$ cat src/rtl/ddr2_init_pkg.sv
package ddr2_init_pkg;

  typedef enum logic [4:0] {
    S_IDLE, S_EMR2, S_EMR3, S_LM1, S_LM2, S_LM3, S_WAIT, S_ACT,
    S_WR1, S_RD1, S_CK1, S_WR2, S_RD2, S_CK2, S_PRE, S_DONE,
    S_ERR_CFG, S_ERR_CAL
  } seq_state_t;

  typedef enum logic [2:0] {
    OP_NOP = 3'd0,
    OP_MRS = 3'd1,
    OP_PRE = 3'd2,
    OP_ACT = 3'd3,
    OP_WR  = 3'd4,
    OP_RD  = 3'd5
  } cmd_op_t;

  typedef struct packed {
    logic [2:0] cas;
    logic [2:0] al;
    logic [3:0] bl;
    logic [1:0] odt;
  } init_cfg_t;

endpackage

$ cat src/rtl/ddr2_mode_pack.sv
module ddr2_mode_pack
  import ddr2_init_pkg::*;
#(
  parameter int ADDR_W = 14,
  parameter int WR_CYC = 4
) (
  input  logic              clk,
  input  logic              rst,
  input  logic              capture,
  input  init_cfg_t         cfg_in,
  output logic              cfg_ok,
  output logic [ADDR_W-1:0] mode_val,
  output logic [ADDR_W-1:0] ext_val
);
  localparam logic [2:0] WR_CODE = 3'(WR_CYC - 1);

  logic [ADDR_W-1:0] mode_c, ext_c;

  // Legal ranges are judged on the live inputs so the first step can branch.
  assign cfg_ok = (cfg_in.cas >= 3'd3) && (cfg_in.cas <= 3'd5) &&
                  (cfg_in.al <= 3'd4) &&
                  ((cfg_in.bl == 4'd4) || (cfg_in.bl == 4'd8));

  always_comb begin
    mode_c        = '0;
    mode_c[2:0]   = (cfg_in.bl == 4'd8) ? 3'd3 : 3'd2;
    mode_c[6:4]   = cfg_in.cas;
    mode_c[11:9]  = WR_CODE;
    ext_c         = '0;
    ext_c[2]      = cfg_in.odt[0];
    ext_c[5:3]    = cfg_in.al;
    ext_c[6]      = cfg_in.odt[1];
  end

  always_ff @(posedge clk) begin
    if (rst) begin
      mode_val <= '0;
      ext_val  <= '0;
    end else if (capture) begin
      mode_val <= mode_c;
      ext_val  <= ext_c;
    end
  end

endmodule

$ cat src/rtl/ddr2_wait_ctr.sv
module ddr2_wait_ctr #(
  parameter int WAIT_CYCLES = 200
) (
  input  logic clk,
  input  logic rst,
  input  logic run,
  output logic expire
);
  localparam int CW = $clog2(WAIT_CYCLES + 1);

  logic [CW-1:0] cnt;

  always_ff @(posedge clk) begin
    if (rst || !run) cnt <= '0;
    else             cnt <= cnt + 1'b1;
  end

  assign expire = run && (cnt == CW'(WAIT_CYCLES - 1));

endmodule

$ cat src/rtl/ddr2_cmd_decode.sv
module ddr2_cmd_decode
  import ddr2_init_pkg::*;
#(
  parameter int ADDR_W   = 14,
  parameter int BA_W     = 3,
  parameter int CAL_BANK = 0,
  parameter int CAL_ROW  = 0,
  parameter int CAL_COL1 = 0,
  parameter int CAL_COL2 = 8
) (
  input  seq_state_t        state,
  input  logic [ADDR_W-1:0] mode_val,
  input  logic [ADDR_W-1:0] ext_val,
  output logic              valid,
  output logic [2:0]        op,
  output logic [BA_W-1:0]   bank,
  output logic [ADDR_W-1:0] addr
);
  localparam logic [ADDR_W-1:0] DLL_RST  = ADDR_W'(1) << 8;
  localparam logic [ADDR_W-1:0] PRE_ALL  = ADDR_W'(1) << 10;

  always_comb begin
    valid = 1'b1;
    op    = OP_NOP;
    bank  = '0;
    addr  = '0;
    unique case (state)
      S_EMR2: begin op = OP_MRS; bank = BA_W'(2); end
      S_EMR3: begin op = OP_MRS; bank = BA_W'(3); end
      S_LM1:  begin op = OP_MRS; bank = BA_W'(1); addr = ext_val; end
      S_LM2:  begin op = OP_MRS; addr = mode_val | DLL_RST; end
      S_LM3:  begin op = OP_MRS; addr = mode_val; end
      S_ACT:  begin op = OP_ACT; bank = BA_W'(CAL_BANK); addr = ADDR_W'(CAL_ROW); end
      S_WR1:  begin op = OP_WR;  bank = BA_W'(CAL_BANK); addr = ADDR_W'(CAL_COL1); end
      S_RD1:  begin op = OP_RD;  bank = BA_W'(CAL_BANK); addr = ADDR_W'(CAL_COL1); end
      S_WR2:  begin op = OP_WR;  bank = BA_W'(CAL_BANK); addr = ADDR_W'(CAL_COL2); end
      S_RD2:  begin op = OP_RD;  bank = BA_W'(CAL_BANK); addr = ADDR_W'(CAL_COL2); end
      S_PRE:  begin op = OP_PRE; addr = PRE_ALL; end
      default: valid = 1'b0;
    endcase
  end

endmodule

$ cat src/rtl/ddr2_init_seq.sv
module ddr2_init_seq
  import ddr2_init_pkg::*;
#(
  parameter int ADDR_W      = 14,
  parameter int BA_W        = 3,
  parameter int WAIT_CYCLES = 200,
  parameter int RETRY_LIMIT = 2,
  parameter int WR_CYC      = 4,
  parameter int CAL_BANK    = 0,
  parameter int CAL_ROW     = 0,
  parameter int CAL_COL1    = 0,
  parameter int CAL_COL2    = 8
) (
  input  logic              clk,
  input  logic              rst,
  input  logic [2:0]        cfg_cas_lat,
  input  logic [2:0]        cfg_add_lat,
  input  logic [3:0]        cfg_burst_len,
  input  logic [1:0]        cfg_odt_sel,
  input  logic              cal_valid,
  input  logic              cal_pass,
  output logic              cmd_valid,
  output logic [2:0]        cmd_op,
  output logic [BA_W-1:0]   cmd_bank,
  output logic [ADDR_W-1:0] cmd_addr,
  output logic              init_done,
  output logic              err_cfg,
  output logic              err_cal
);
  localparam int RW = $clog2(RETRY_LIMIT + 2);

  seq_state_t        st, nxt;
  logic [RW-1:0]     retry, retry_nxt;
  init_cfg_t         cfg_live;
  logic              cfg_ok, wait_expire;
  logic [ADDR_W-1:0] mode_val, ext_val;
  logic              dec_valid;
  logic [2:0]        dec_op;
  logic [BA_W-1:0]   dec_bank;
  logic [ADDR_W-1:0] dec_addr;

  assign cfg_live = '{cas: cfg_cas_lat, al: cfg_add_lat, bl: cfg_burst_len, odt: cfg_odt_sel};

  ddr2_mode_pack #(.ADDR_W(ADDR_W), .WR_CYC(WR_CYC)) u_pack (
    .clk(clk), .rst(rst), .capture(st == S_IDLE), .cfg_in(cfg_live),
    .cfg_ok(cfg_ok), .mode_val(mode_val), .ext_val(ext_val)
  );

  ddr2_wait_ctr #(.WAIT_CYCLES(WAIT_CYCLES)) u_wait (
    .clk(clk), .rst(rst), .run(st == S_WAIT), .expire(wait_expire)
  );

  ddr2_cmd_decode #(
    .ADDR_W(ADDR_W), .BA_W(BA_W), .CAL_BANK(CAL_BANK), .CAL_ROW(CAL_ROW),
    .CAL_COL1(CAL_COL1), .CAL_COL2(CAL_COL2)
  ) u_dec (
    .state(nxt), .mode_val(mode_val), .ext_val(ext_val),
    .valid(dec_valid), .op(dec_op), .bank(dec_bank), .addr(dec_addr)
  );

  always_comb begin
    nxt       = st;
    retry_nxt = retry;
    unique case (st)
      S_IDLE: nxt = cfg_ok ? S_EMR2 : S_ERR_CFG;
      S_EMR2: nxt = S_EMR3;
      S_EMR3: nxt = S_LM1;
      S_LM1:  nxt = S_LM2;
      S_LM2:  nxt = S_LM3;
      S_LM3:  nxt = S_WAIT;
      S_WAIT: if (wait_expire) nxt = S_ACT;
      S_ACT:  nxt = S_WR1;
      S_WR1:  nxt = S_RD1;
      S_RD1:  nxt = S_CK1;
      S_CK1: if (cal_valid) begin
        if (cal_pass) begin
          nxt = S_WR2; retry_nxt = '0;
        end else if (retry == RW'(RETRY_LIMIT)) begin
          nxt = S_ERR_CAL;
        end else begin
          nxt = S_WR1; retry_nxt = retry + 1'b1;
        end
      end
      S_WR2:  nxt = S_RD2;
      S_RD2:  nxt = S_CK2;
      S_CK2: if (cal_valid) begin
        if (cal_pass) begin
          nxt = S_PRE; retry_nxt = '0;
        end else if (retry == RW'(RETRY_LIMIT)) begin
          nxt = S_ERR_CAL;
        end else begin
          nxt = S_WR2; retry_nxt = retry + 1'b1;
        end
      end
      S_PRE:  nxt = S_DONE;
      default: nxt = st;
    endcase
  end

  always_ff @(posedge clk) begin
    if (rst) begin
      st        <= S_IDLE;
      retry     <= '0;
      cmd_valid <= 1'b0;
      cmd_op    <= '0;
      cmd_bank  <= '0;
      cmd_addr  <= '0;
      init_done <= 1'b0;
      err_cfg   <= 1'b0;
      err_cal   <= 1'b0;
    end else begin
      st        <= nxt;
      retry     <= retry_nxt;
      cmd_valid <= dec_valid;
      cmd_op    <= dec_op;
      cmd_bank  <= dec_bank;
      cmd_addr  <= dec_addr;
      init_done <= (nxt == S_DONE);
      err_cfg   <= (nxt == S_ERR_CFG);
      err_cal   <= (nxt == S_ERR_CAL);
    end
  end

endmodule

$ cat config.mk
export PLATFORM = sky130hd
export DESIGN_NAME = ddr2_init_seq
export DESIGN_NICKNAME = d
export VERILOG_FILES = /design/src/rtl/ddr2_init_pkg.sv /design/src/rtl/ddr2_mode_pack.sv /design/src/rtl/ddr2_wait_ctr.sv /design/src/rtl/ddr2_cmd_decode.sv /design/src/rtl/ddr2_init_seq.sv
export SDC_FILE = /design/constraint.sdc
export NUM_CORES = 1
export LEC_CHECK = 0
export BUFFER_PORTS_ARGS = -buffer_cell sky130_fd_sc_hd__buf_2
export CAP_MARGIN = 20
export CORE_MARGIN = 3
export CORE_UTILIZATION = 42
export DETAILED_ROUTE_END_ITERATION = 8
export PLACE_DENSITY = 0.59
export SYNTH_ARGS = -nofsm -noshare
export SYNTH_HDL_FRONTEND = slang
export SYNTH_HIERARCHICAL = 1
export SYNTH_SLANG_ARGS = --single-unit
$ cat constraint.sdc
create_clock -name clk -period 3.2 [get_ports clk]
set_input_delay 0.8 -clock clk [delete_from_list [all_inputs] [get_ports clk]]
set_output_delay 0.8 -clock clk [all_outputs]
set_load 0.02 [all_outputs]
==> impl_metrics.py <==
metrics = {
    "status": {
        "outcome": "completed",
    },
    "setup_path": {
        "cp-start-kind": "register",
        "critPathMaxFanout": 9,
        "worstSetupEndpointType": "register",
        "crit_type": "register to register",
        "worstPathRequired_ps": 3440,
        "crit_arrival_ps": 3040,
    },
    "routing": {
        "vias_per_cell": 4.93,
        "drt_iter0_markers": 123,
        "vias": 1898,
        "first_pass_iters": 4,
        "totalWireLength_mm": 4.60,
        "drc": 0,
        "wire_per_inst_um": 12.0,
        "postRouteAntennaNets": 0,
    },
    "clock_network": {
        "cts_made_buffers": 5,
        "post_cts_buffers": 0,
        "clk_latency_ps": 300,
        "cts_root_buf": "clkbuf_8",
        "cts.sinks": 49,
        "postCtsHoldBufs": 0,
        "cts_max_path_buffers": 2,
        "tritoncts": "yes",
        "htree_levels": 2,
        "path_clk_slew_ps": 90,
    },
    "final_layout": {
        "drive_gt1_frac": 0.246,
        "fin_cells": 385,
        "num_antenna_cells": 0,
        "nets": 330,
        "post-route-cell-area_sq_um": 2830,
        "syn2layout_area_growth_pct": 10.1,
        "nFillCells": 556,
        "utilization": 0.496,
    },
    "logic_synthesis": {
        "synth_most_common_cell": "dfxtp_1",
        "syn_inst": 277,
        "synth_area_leaders": "dfxtp_1 38%, nor2b_1 6.6%, buf_4 6.1%",
        "synthTopCellsByCount": "49 x dfxtp_1, 28 x nor2_1, 27 x nor2b_1",
        "synth_cell_types": 64,
        "ys_seq_area_frac": 0.382,
        "syn-cell-area_sq_um": 2570,
        "synth_ff_type": "dfxtp_1",
        "ys_warn_count": 6,
        "synth_top_cell_area_share": 0.382,
        "ys_ff_latch": 49,
        "syn_area_per_cell_sq_um": 9.27,
        "yosys.area.top_type": "dfxtp_1",
        "synth-edff-count": 0,
        "synthArstFlopShare": 0,
    },
    "floorplan": {
        "io_pins": 40,
        "dieHeight_um": 84.2,
        "rows": 27,
        "dieArea_sq_um": 7090,
        "dieWidth_um": 84.2,
        "start_util": 0.450,
        "core_area_sq_um": 5710,
    },
    "global_route": {
        "grt_overflow": 0,
        "top_usage_layer": "met2",
        "grt_pass1_wl_mm": 8.37,
        "grt.total_usage": 0.142,
        "gr-usage-met2": 0.228,
        "grtUsageMet3": 0.0294,
        "grt_pass1_vias": 1830,
        "grt_max_degree": 41,
        "grt_antenna_before_repair": 0,
        "grt_use_met1": 0.189,
    },
    "timing": {
        "tightest_slew_ps": 704,
        "relSlewSlack": 0.531,
        "drv_slew": 0,
        "min_period_over_period": 0.878,
        "hold_viol": 0,
        "post-route-min-period_ps": 2810,
        "skew_ps": 8.16,
        "max_freq_ghz": 0.356,
        "final.setup.tns_ps": 0,
        "setup_viol": 0,
        "grt_setup_unrepaired": "no",
    },
    "placed_design": {
        "place.gp.congestion": 0.796,
        "placedCellCount": 377,
        "io_buffers": 39,
        "hpwlAfterDp_mm": 3.37,
        "placed_cell_area_sq_um": 2710,
    },
    "pwr": {
        "ir_drop_v": 0.000239,
        "total_leakage_power_nw": 1.25,
        "p_per_area_nw_per_um2": 477,
    },
    "hold_path": {
        "hold_class": "register to register",
    },
    "job": {
        "maxCapViolCount": 0,
    },
}
## registers in the layout (all words and copies together), names as in the netlist
signal / count
init_done: 1
err_cfg: 1
err_cal: 1
retry: 2
u_pack/ext_val: 5
cmd_valid: 1
u_pack/mode_val: 5
u_wait/cnt: 8
cmd_bank: 3
cmd_addr: 14
st: 5
cmd_op: 3
## cells in the final DEF (no fill, tap or decap), types with 3 or more instances in the layout
master,count
conb_1,17
or3_1,3
xor2_1,5
nand2_1,8
inv_1,8
nor3_1,3
a22o_1,12
buf_2,39
clkbuf_8,5
nor2b_1,27
o21bai_1,3
nor4_1,4
o21ai_0,6
nor2_1,28
mux2i_1,9
a21oi_1,9
dfxtp_1,49
nor3_2,3
nand4_1,4
buf_4,12
nand2b_1,9
## cell families (layout without fill, tap and decap cells)
group           Yosys count  in the layout  synth area share
simple gates            113            113             0.271
flops                    49             49             0.382
compound gates           47             47             0.145
buf+inv                  47             68             0.126
mux                      10             10            0.0395
xor+xnor                  7              7            0.0239
fa+ha+maj                 2              2           0.00974
other cells               2             17           0.00292
## final cells by class
type | count | area, sq um | area share
Multi-Input combinational cell | 196 | 1330 | 0.469
Timing Repair Buffer | 51 | 285 | 0.101
Sequential cell | 49 | 981 | 0.347
Clock inverter | 3 | 43.8 | 0.0155
Clock buffer | 5 | 68.8 | 0.0243
Tap cell | 72 | 90.1 | 0.0318
Inverter | 9 | 33.8 | 0.0119
## routing by layer
| metal | part of all wire | vias up |
|---|---|---|
| met5 | 0 | - |
| met4 | 0.015 | 0 |
| met3 | 0.044 | 8 |
| met2 | 0.44 | 37 |
| met1 | 0.50 | 863 |
| li1 | - | 990 |
## through the flow
| stage | power (W) | setup slack, ps | hold WS [ps] |
|---|---|---|---|
| CTS | 0.00136 | 338 | 471 |
| floorplan | 0.000885 | 423 | 429 |
| global placement | 0.000917 | 234 | 441 |
| finish | 0.00135 | 392 | 470 |
| global route | 0.00142 | 99.7 | 483 |
| detailed placement | 0.000919 | 179 | 455 |
## path summary, 6_finish.rpt
path                  from       endpoint  slack (ps)  cells after the start
min reg2reg  u_wait/cnt[0]  u_wait/cnt[0]         470                      1
max          u_wait/cnt[4]      cmd_valid         390                     10
max reg2reg  u_wait/cnt[4]      cmd_valid         390                     10
min          u_wait/cnt[0]  u_wait/cnt[0]         470                      1
## power by group
part | internal [W] | total [W] | switching, W
logic | 0.000106 | 0.000249 | 0.000143
registers | 0.000640 | 0.000656 | 0.0000161
clock network | 0.000234 | 0.000445 | 0.000211
## timing repair
item	CTS	global route
resized for setup	0	1
endpoints found under the hold margin	0	0
setup endpoints to repair	0	2
## worst max-delay path, stage by stage, from the launching register on
cell and delay [ps]:
dfxtp_1 360, or4b_1 520, nor3_2 190, o21bai_1 90
a2111oi_0 390, nor3_1 130, inv_1 250, nor2b_1 120
mux2_2 270, a221oi_1 260, nor2b_1 150
No activity file was read; power rests on OpenSTA's default activity.
